--- src/rtl/clkdiv_pkg.sv ---
// Shared widths, types and helper functions for the selectable clock divider.
// Assumes the division ratio is a power of two, 2^rate, with rate in 0..MAX_RATE.
package clkdiv_pkg;
    localparam int RATE_W   = 2;                  // width of the log2 ratio
    localparam int MAX_RATE = (1 << RATE_W) - 1;  // largest log2 ratio
    localparam int PH_W     = MAX_RATE;           // phase counter spans 2^MAX_RATE

    typedef logic [RATE_W-1:0] rate_t;
    typedef logic [PH_W-1:0]   phase_t;

    // Map the two select pins to log2 of the division ratio.
    function automatic rate_t decode_sel(input logic sel_a, input logic sel_b);
        rate_t r;
        unique case ({sel_a, sel_b})
            2'b00:   r = rate_t'(3);
            2'b01:   r = rate_t'(2);
            2'b11:   r = rate_t'(1);
            default: r = rate_t'(0);
        endcase
        return r;
    endfunction

    // Index of the final reference cycle of one output period.
    function automatic phase_t last_phase(input rate_t r);
        logic [PH_W:0] span;
        span = (PH_W+1)'(1) << r;
        return phase_t'(span - 1'b1);
    endfunction

    // Number of reference cycles that the divided output stays high.
    function automatic phase_t half_span(input rate_t r);
        phase_t h;
        if (r == rate_t'(0)) h = '0;
        else                 h = phase_t'(1) << (r - rate_t'(1));
        return h;
    endfunction
endpackage

--- src/rtl/clkdiv_sync.sv ---
// Multi-stage synchronizer for a vector of slow, independent control bits.
// Assumes each bit is quasi-static; bits may land one cycle apart, which the
// downstream boundary logic tolerates because it samples only at period ends.
module clkdiv_sync #(
    parameter int WIDTH  = 3,
    parameter int STAGES = 2
) (
    input  logic             clk_i,
    input  logic             rst_n,
    input  logic [WIDTH-1:0] async_i,
    output logic [WIDTH-1:0] sync_o
);
    logic [WIDTH-1:0] stage_q [STAGES];

    generate
        for (genvar s = 0; s < STAGES; s++) begin : g_stage
            if (s == 0) begin : g_first
                // First stage captures the asynchronous inputs.
                always_ff @(posedge clk_i) begin
                    if (!rst_n) stage_q[s] <= '0;
                    else        stage_q[s] <= async_i;
                end
            end else begin : g_next
                // Later stages let metastability settle.
                always_ff @(posedge clk_i) begin
                    if (!rst_n) stage_q[s] <= '0;
                    else        stage_q[s] <= stage_q[s-1];
                end
            end
        end
    endgenerate

    assign sync_o = stage_q[STAGES-1];
endmodule

--- src/rtl/clkdiv_seq.sv ---
// Period sequencer: tracks the active ratio, run state and phase inside the
// current output period, and registers the divided clock level.
// Assumes requested settings are already synchronous; they are adopted only at
// a period boundary (end of a low phase, every cycle at rate 0, or when idle).
module clkdiv_seq
    import clkdiv_pkg::*;
(
    input  logic   clk_i,
    input  logic   rst_n,
    input  rate_t  req_rate_i,
    input  logic   req_run_i,
    output rate_t  rate_q_o,
    output logic   run_q_o,
    output phase_t ph_q_o,
    output logic   div_q_o,
    output logic   full_run_o
);
    rate_t  rate_q, rate_d;
    logic   run_q, run_d;
    phase_t ph_q, ph_d;
    logic   div_q, div_d;
    logic   boundary;

    // Decide whether the current period ends here and compute the next state.
    always_comb begin
        boundary = !run_q || (rate_q == rate_t'(0)) || (ph_q == last_phase(rate_q));
        if (boundary) begin
            rate_d = req_rate_i;
            run_d  = req_run_i;
            ph_d   = '0;
        end else begin
            rate_d = rate_q;
            run_d  = run_q;
            ph_d   = ph_q + phase_t'(1);
        end
        div_d = run_d && (rate_d != rate_t'(0)) && (ph_d < half_span(rate_d));
    end

    // Register the sequencer state; reset selects divide-by-8 and stops.
    always_ff @(posedge clk_i) begin
        if (!rst_n) begin
            rate_q <= rate_t'(MAX_RATE);
            run_q  <= 1'b0;
            ph_q   <= '0;
            div_q  <= 1'b0;
        end else begin
            rate_q <= rate_d;
            run_q  <= run_d;
            ph_q   <= ph_d;
            div_q  <= div_d;
        end
    end

    assign rate_q_o   = rate_q;
    assign run_q_o    = run_q;
    assign ph_q_o     = ph_q;
    assign div_q_o    = div_q;
    assign full_run_o = run_q && (rate_q == rate_t'(0));
endmodule

--- src/rtl/clkdiv_outgate.sv ---
// Output stage: gates the reference clock for the undivided rate with a
// falling-edge enable flop, and merges it with the registered divided level.
// Assumes div_q_i changes only on rising reference edges and is low whenever
// full_run_i is high outside a handover cycle.
module clkdiv_outgate (
    input  logic clk_i,
    input  logic rst_n,
    input  logic full_run_i,
    input  logic div_q_i,
    output logic gate_q_o,
    output logic clk_o
);
    logic gate_q;

    // Change the pass-through enable only while the reference is low.
    always_ff @(negedge clk_i) begin
        if (!rst_n) gate_q <= 1'b0;
        else        gate_q <= full_run_i;
    end

    assign gate_q_o = gate_q;
    assign clk_o    = (clk_i & gate_q) | div_q_i;
endmodule

--- src/rtl/clkdiv_glitchfree.sv ---
// Top level of the glitch-free selectable clock divider.
// Synchronizes the select and enable pins, decodes the ratio, sequences
// period-aligned switchovers and drives the output clock.
// Assumes a single free-running reference clock and a synchronous reset.
module clkdiv_glitchfree
    import clkdiv_pkg::*;
#(
    parameter int SYNC_STAGES = 2
) (
    input  logic clk_i,
    input  logic rst_n,
    input  logic rate_sel_a_i,
    input  logic rate_sel_b_i,
    input  logic run_en_i,
    output logic clk_o
);
    localparam int CTRL_W = 3;

    logic [CTRL_W-1:0] ctrl_s;
    rate_t             req_rate;
    rate_t             cur_rate;
    logic              cur_run;
    phase_t            cur_ph;
    logic              div_q;
    logic              full_run;
    logic              gate_q;

    clkdiv_sync #(.WIDTH(CTRL_W), .STAGES(SYNC_STAGES)) u_sync (
        .clk_i   (clk_i),
        .rst_n   (rst_n),
        .async_i ({run_en_i, rate_sel_a_i, rate_sel_b_i}),
        .sync_o  (ctrl_s)
    );

    // Turn the synchronized select pins into log2 of the ratio.
    always_comb req_rate = decode_sel(ctrl_s[1], ctrl_s[0]);

    clkdiv_seq u_seq (
        .clk_i      (clk_i),
        .rst_n      (rst_n),
        .req_rate_i (req_rate),
        .req_run_i  (ctrl_s[2]),
        .rate_q_o   (cur_rate),
        .run_q_o    (cur_run),
        .ph_q_o     (cur_ph),
        .div_q_o    (div_q),
        .full_run_o (full_run)
    );

    clkdiv_outgate u_gate (
        .clk_i      (clk_i),
        .rst_n      (rst_n),
        .full_run_i (full_run),
        .div_q_i    (div_q),
        .gate_q_o   (gate_q),
        .clk_o      (clk_o)
    );
endmodule

--- config.mk ---
export PLATFORM = sky130hd
export DESIGN_NAME = clkdiv_glitchfree
export DESIGN_NICKNAME = d
export VERILOG_FILES = /design/src/rtl/clkdiv_pkg.sv /design/src/rtl/clkdiv_sync.sv /design/src/rtl/clkdiv_seq.sv /design/src/rtl/clkdiv_outgate.sv /design/src/rtl/clkdiv_glitchfree.sv
export SDC_FILE = /design/constraint.sdc
export NUM_CORES = 1
export LEC_CHECK = 0
export ABC_AREA = 1
export BUFFER_PORTS_ARGS = -buffer_cell sky130_fd_sc_hd__buf_2
export CORE_AREA = 3 3 40 42
export CTS_BUF_LIST = sky130_fd_sc_hd__clkbuf_8
export CTS_CLUSTER_SIZE = 25
export DETAILED_ROUTE_END_ITERATION = 16
export DIE_AREA = 0 0 43 45
export GPL_ROUTABILITY_DRIVEN = 1
export PLACE_DENSITY = 0.77
export SLEW_MARGIN = 20
export SYNTH_ARGS = -nofsm -noshare
export SYNTH_HDL_FRONTEND = slang
export SYNTH_SLANG_ARGS = --single-unit
--- constraint.sdc ---
create_clock -name clk_i -period 4.5 [get_ports clk_i]
set_clock_uncertainty 0.15 [all_clocks]
set_input_delay 0.45 -clock clk_i [delete_from_list [all_inputs] [get_ports clk_i]]
set_output_delay 0.45 -clock clk_i [all_outputs]
set_load 0.02 [all_outputs]
==> flow_summary_export.csv, run 1 <==
group,metric,value,unit
outcome,status,"complete, no violations",
die,ios,6,
final_layout,nFillCells,118,
critical_path,arrival,3.30,ns
pwr,p_sw,0.0828,mW
pwr,power_frac_seq,36.7,%
placement,place_inst,112,
placement,place_hpwl,846,um
final_layout,layout.nets,116,
synth,syn_inst,93,
pwr,comb_power_share,8.3,%
routing,via_per_inst,4.87,
cts,cts_tree,"built",
cts,post_cts_resized,0,
sta,slew_headroom,81.3,%
final_layout,layout_common_cells,"20 x inv_1, 20 x nand2_1, 14 x dfxtp_1, 8 x nor2_1, 7 x clkbuf_8",
critical_path,slowest_stage,"dfxtp_1",
die,die_h,45,um
synth,syn-num-nets,104,
global_route,grt_use_total,17.8,%
synth,ys_seq_area_share,39.4,%
synth,ys_ff_latch,14,
placement,port-buffer-count,5,
die,start_util,55.3,%
cts,clkLatencyLatePin,0.35,ns
pwr,vdd_ir_drop_max,0.284,mV
routing,drt_first_iter_violations,7,
synth,yosys_warnings,0,
final_layout,instances_no_fill,119,
sta,finalSetupTns,0,ns
final_layout,finalInstanceArea,837,um^2
sta,drv_slew,0,
hold_path,hp-class,"input port to flop",
routing,wirelength,1280,um
pwr,leakage,0.469,nW
global_route,antenna_found_initial,0,
critical_path,cp_num_buf_inv,1,
placement,dpl_cell_area,741,um^2
sta,hold_viol_final,0,
pwr,intPower,0.276,mW
pwr,p_per_area,429,nW/um^2
cts,clk_pin_slew,0.06,ns
sta,tightest_slew,0.279,ns
routing,antenna_left,0,
final_layout,n_antenna_cell,0,
global_route,grt_pass1_wl,2290,um
routing,drc,0,
pwr,pwr-share-clk,54.9,%
routing,dr_total_vias,579,
critical_path,critPathMaxFanout,1,
global_route,grt_pass1_vias,617,
synth,synth.cell_area,711,um^2
critical_path,worstPathRequired,3.90,ns
die,chipWidth,43,um
critical_path,crit_type,"flop to output pin",
global_route,grt-ovfl-total,0,
critical_path,end_kind,"output pin",
final_layout,multi_input_area,334,um^2
final_layout,drive_gt1_share,24.0,%
sta,rsz0062_at_grt,"false",
die,rows,13,
placement,place_congestion,0.781,
synth,ys_types,18,
cts,cts_hold_buf,0,
critical_path,critical_path.cell_chain,"a21o_1 > buf_2",
critical_path,critical-path-top-delay-family,"flip-flops",
die,core,1280,um^2
synth,syn_area_per_cell,7.64,um^2
routing,wire_per_inst,10.7,um
pwr,switching_share,23.1,%
final_layout,seq_area,280,um^2
global_route,grt_max_degree,11,
cts,postCtsSetupBuffers,0,
routing,first_pass_iters,4,
final_layout,syn2layout_area_growth,17.8,%
flow_run,cap_violations,0,
sta,setup_violations,0,
die,die_area,1940,um^2
critical_path,slowest_delay,0.30,ns
critical_path,start_kind,"flop",
-- cell usage after synthesis --
cell / n / area (um^2)
ha_1: 6 / 75.1
nand2_4: 1 / 11.3
a21oi_4: 1 / 16.3
nor2_1: 8 / 30.0
a21o_1: 1 / 7.51
inv_1: 20 / 75.1
dfxtp_1: 14 / 280
xnor2_1: 1 / 8.76
nand2_2: 6 / 37.5
nor2_2: 1 / 6.26
nand2_1: 20 / 75.1
nor2_4: 1 / 11.3
inv_2: 2 / 7.51
clkbuf_8: 1 / 13.8
a21o_2: 1 / 8.76
nor4_1: 1 / 6.26
nor3_1: 2 / 10.0
nand3_1: 6 / 30.0
-- worst paths after layout --
check,startpoint,end,slack (ns),depth (start not counted)
worst max-delay path,u_gate.gate_q_o,clk_o,0.60,2
worst max register to register,u_seq.rate_q_o[1],u_gate.gate_q_o,1.49,1
worst min-delay path,rate_sel_a_i,u_sync.stage_q[0][1],0.13,3
worst min register to register,u_sync.stage_q[0][0],u_sync.stage_q[1][0],0.27,2
-- tightest hold or removal path, cell delays in order --
cell     delay (ns)
buf_2          0.07
nand2_1        0.04
inv_1          0.04
-- power groups by stage --
stage	clock (mW)	combinational, mW	sequential [mW]
after CTS	0.200	0.0301	0.132
after global routing	0.211	0.0343	0.132
after detailed placement	0.00428	0.0290	0.134
final	0.197	0.0298	0.132
after floorplan	0.00388	0.0242	0.134
after global placement	0.00428	0.0280	0.134
-- cells by family (layout without fill, tap and decap cells) --
logic type	count (synthesis)	in the layout	synth area share, %
AOI/OAI and AO/OA	3	3	4.58
xor gates and xnor gates	1	1	1.23
adders and majority gates	6	6	10.6
buffers and inverters	23	34	13.6
DFF	14	14	39.4
and+or+nand+nor	46	46	30.6
-- stage by stage --
| stage | util (%) | hold slack, ns | worst slack (ns) | total power [mW] |
|---|---|---|---|---|
| after floorplan | - | 0.240 | 1.17 | 0.162 |
| after global placement | 57.6 | 0.257 | 1.06 | 0.166 |
| after detailed placement | 57.6 | 0.254 | 1.02 | 0.168 |
| after CTS | 65.1 | 0.127 | 0.591 | 0.362 |
| after global routing | 65.1 | 0.143 | 0.566 | 0.378 |
| final | 65.1 | 0.126 | 0.603 | 0.359 |
-- registers in the layout (all words and copies together), names as in the netlist --
signal and flops:
u_seq.run_q_o 1, u_gate.gate_q_o 1, u_seq.ph_q_o 3, u_seq.div_q_o 1
u_seq.rate_q_o 2, u_sync.stage_q 6
-- final cells by class --
class                      instances  share of cell area, %
timing repair buffer               4                   2.39
clock buffer                       8                   12.1
tap                               15                   2.24
clock inverter                     1                  0.448
sequential                        14                   33.5
inverter                          21                   9.42
multi-input combinational         56                   39.9
-- layer usage --
| metal | vias up | routed length (um) | global-route usage (%) |
|---|---|---|---|
| met4 | 0 | 78 | 17.5 |
| met1 | 253 | 509 | 14.7 |
| met5 | - | 0 | 0 |
| met3 | 11 | 93 | 12.7 |
| met2 | 21 | 594 | 27.5 |
| li1 | 294 | - | - |
(Power assumes the default switching activity.)
==> run 2: changes to the inputs <==
- BUFFER_PORTS_ARGS: -buffer_cell sky130_fd_sc_hd__buf_2 -> unset
- DONT_BUFFER_PORTS: unset -> 1
- PLACE_DENSITY: 0.77 -> 0.74
==> flow_summary_export.csv, run 2 (same netlist as run 1, synthesis figures left out) <==
group,metric,value,unit
outcome,status,"complete, no violations",
die,rows,13,
global_route,grt_pass1_vias,522,
pwr,leakage,0.448,nW
cts,cts_tree,"built",
sta,drv_slew,0,
pwr,vdd_ir_drop_max,0.260,mV
sta,slew_headroom,84.3,%
critical_path,slowest_stage,"dfxtp_1",
cts,clkLatencyLatePin,0.35,ns
final_layout,drive_gt1_share,20.2,%
final_layout,regMostFlops,"u_sync.stage_q",
global_route,antenna_found_initial,0,
final_layout,layout.nets,111,
cts,clk_pin_slew,0.06,ns
critical_path,worstPathRequired,3.90,ns
die,ios,6,
placement,place_hpwl,774,um
cts,post_cts_resized,0,
die,core,1280,um^2
sta,tightest_slew,0.234,ns
critical_path,end_kind,"output pin",
final_layout,n_antenna_cell,0,
cts,postCtsSetupBuffers,0,
final_layout,syn2layout_area_growth,14.3,%
global_route,grt_pass1_wl,1910,um
pwr,p_per_area,430,nW/um^2
final_layout,largest_reg_flops,6,
global_route,grt_use_total,14.7,%
critical_path,critical-path-top-delay-family,"flip-flops",
placement,port-buffer-count,0,
sta,hold-worst-slack,0.0148,ns
critical_path,slowest_delay,0.29,ns
critical_path,arrival,3.18,ns
routing,wire_per_inst,9.25,um
routing,drc,0,
cts,cts_hold_buf,0,
critical_path,start_kind,"flop",
routing,via_per_inst,4.61,
final_layout,layout_common_cells,"20 x inv_1, 20 x nand2_1, 14 x dfxtp_1, 8 x nor2_1, 7 x clkbuf_8",
sta,finalSetupTns,0,ns
sta,setup_violations,0,
die,die_area,1940,um^2
critical_path,crit_type,"flop to output pin",
die,die_h,45,um
sta,rsz0062_at_grt,"false",
placement,place_congestion,0.788,
die,chipWidth,43,um
flow_run,cap_violations,0,
critical_path,cp_num_buf_inv,0,
routing,drt_first_iter_violations,12,
sta,hold_viol_final,0,
critical_path,critPathMaxFanout,1,
routing,dr_total_vias,526,
die,start_util,55.3,%
routing,wirelength,1060,um
hold_path,hp-class,"input port to flop",
global_route,grt_max_degree,11,
global_route,grt-ovfl-total,0,
routing,antenna_left,0,
routing,first_pass_iters,4,
critical_path,critical_path.cell_chain,"a21o_1",
==> run 2: worst paths after layout <==
| path | start | endpoint | slack (ns) | cells after the start |
|---|---|---|---|---|
| hold / removal | rst_n | u_seq.rate_q_o[1] | 0.01 | 1 |
| hold reg to reg | u_sync.stage_q[0][0] | u_sync.stage_q[1][0] | 0.26 | 2 |
| setup reg to reg | u_seq.rate_q_o[1] | u_gate.gate_q_o | 1.49 | 1 |
| setup / recovery | u_gate.gate_q_o | clk_o | 0.72 | 1 |
==> run 2: routing by layer <==
| layer | routed length, um | part of all wire (%) | up-vias | global-route usage (%) |
|---|---|---|---|---|
| met5 | 0 | 0 | - | 0 |
| met4 | 17 | 1.6 | 0 | 9.04 |
| met3 | 69 | 6.5 | 3 | 13.1 |
| met2 | 495 | 47 | 15 | 21.6 |
| met1 | 473 | 45 | 222 | 13.5 |
| li1 | - | - | 286 | - |
==> run 2: final cells by class <==
class | instances | area (um^2)
multi-input cells | 56 | 334
fillers | 101 | 473
clock inverters | 1 | 3.75
flip-flops and latches | 14 | 280
clock buffers | 7 | 96.3
well taps | 15 | 18.8
inverters | 21 | 78.8
==> run 2: metrics by stage <==
step	instance area [um^2]	power [mW]	utilization (%)	worst slack (ns)	std cells
floorplan	711	0.162	-	1.17	93
global placement	716	0.164	55.7	1.17	107
detailed placement	716	0.164	55.7	1.16	107
CTS	812	0.353	63.2	0.717	114
global route	812	0.369	63.2	0.667	114
finish	812	0.350	63.2	0.725	114
==> run 2: report_power, final <==
| part | switching [mW] | leakage, nW | internal [mW] | total [mW] |
|---|---|---|---|---|
| logic | 0.0165 | 0.267 | 0.00959 | 0.0261 |
| registers | 0.00269 | 0.115 | 0.129 | 0.132 |
| clock network | 0.0564 | 0.0662 | 0.135 | 0.192 |
| total | 0.0756 | 0.448 | 0.274 | 0.350 |
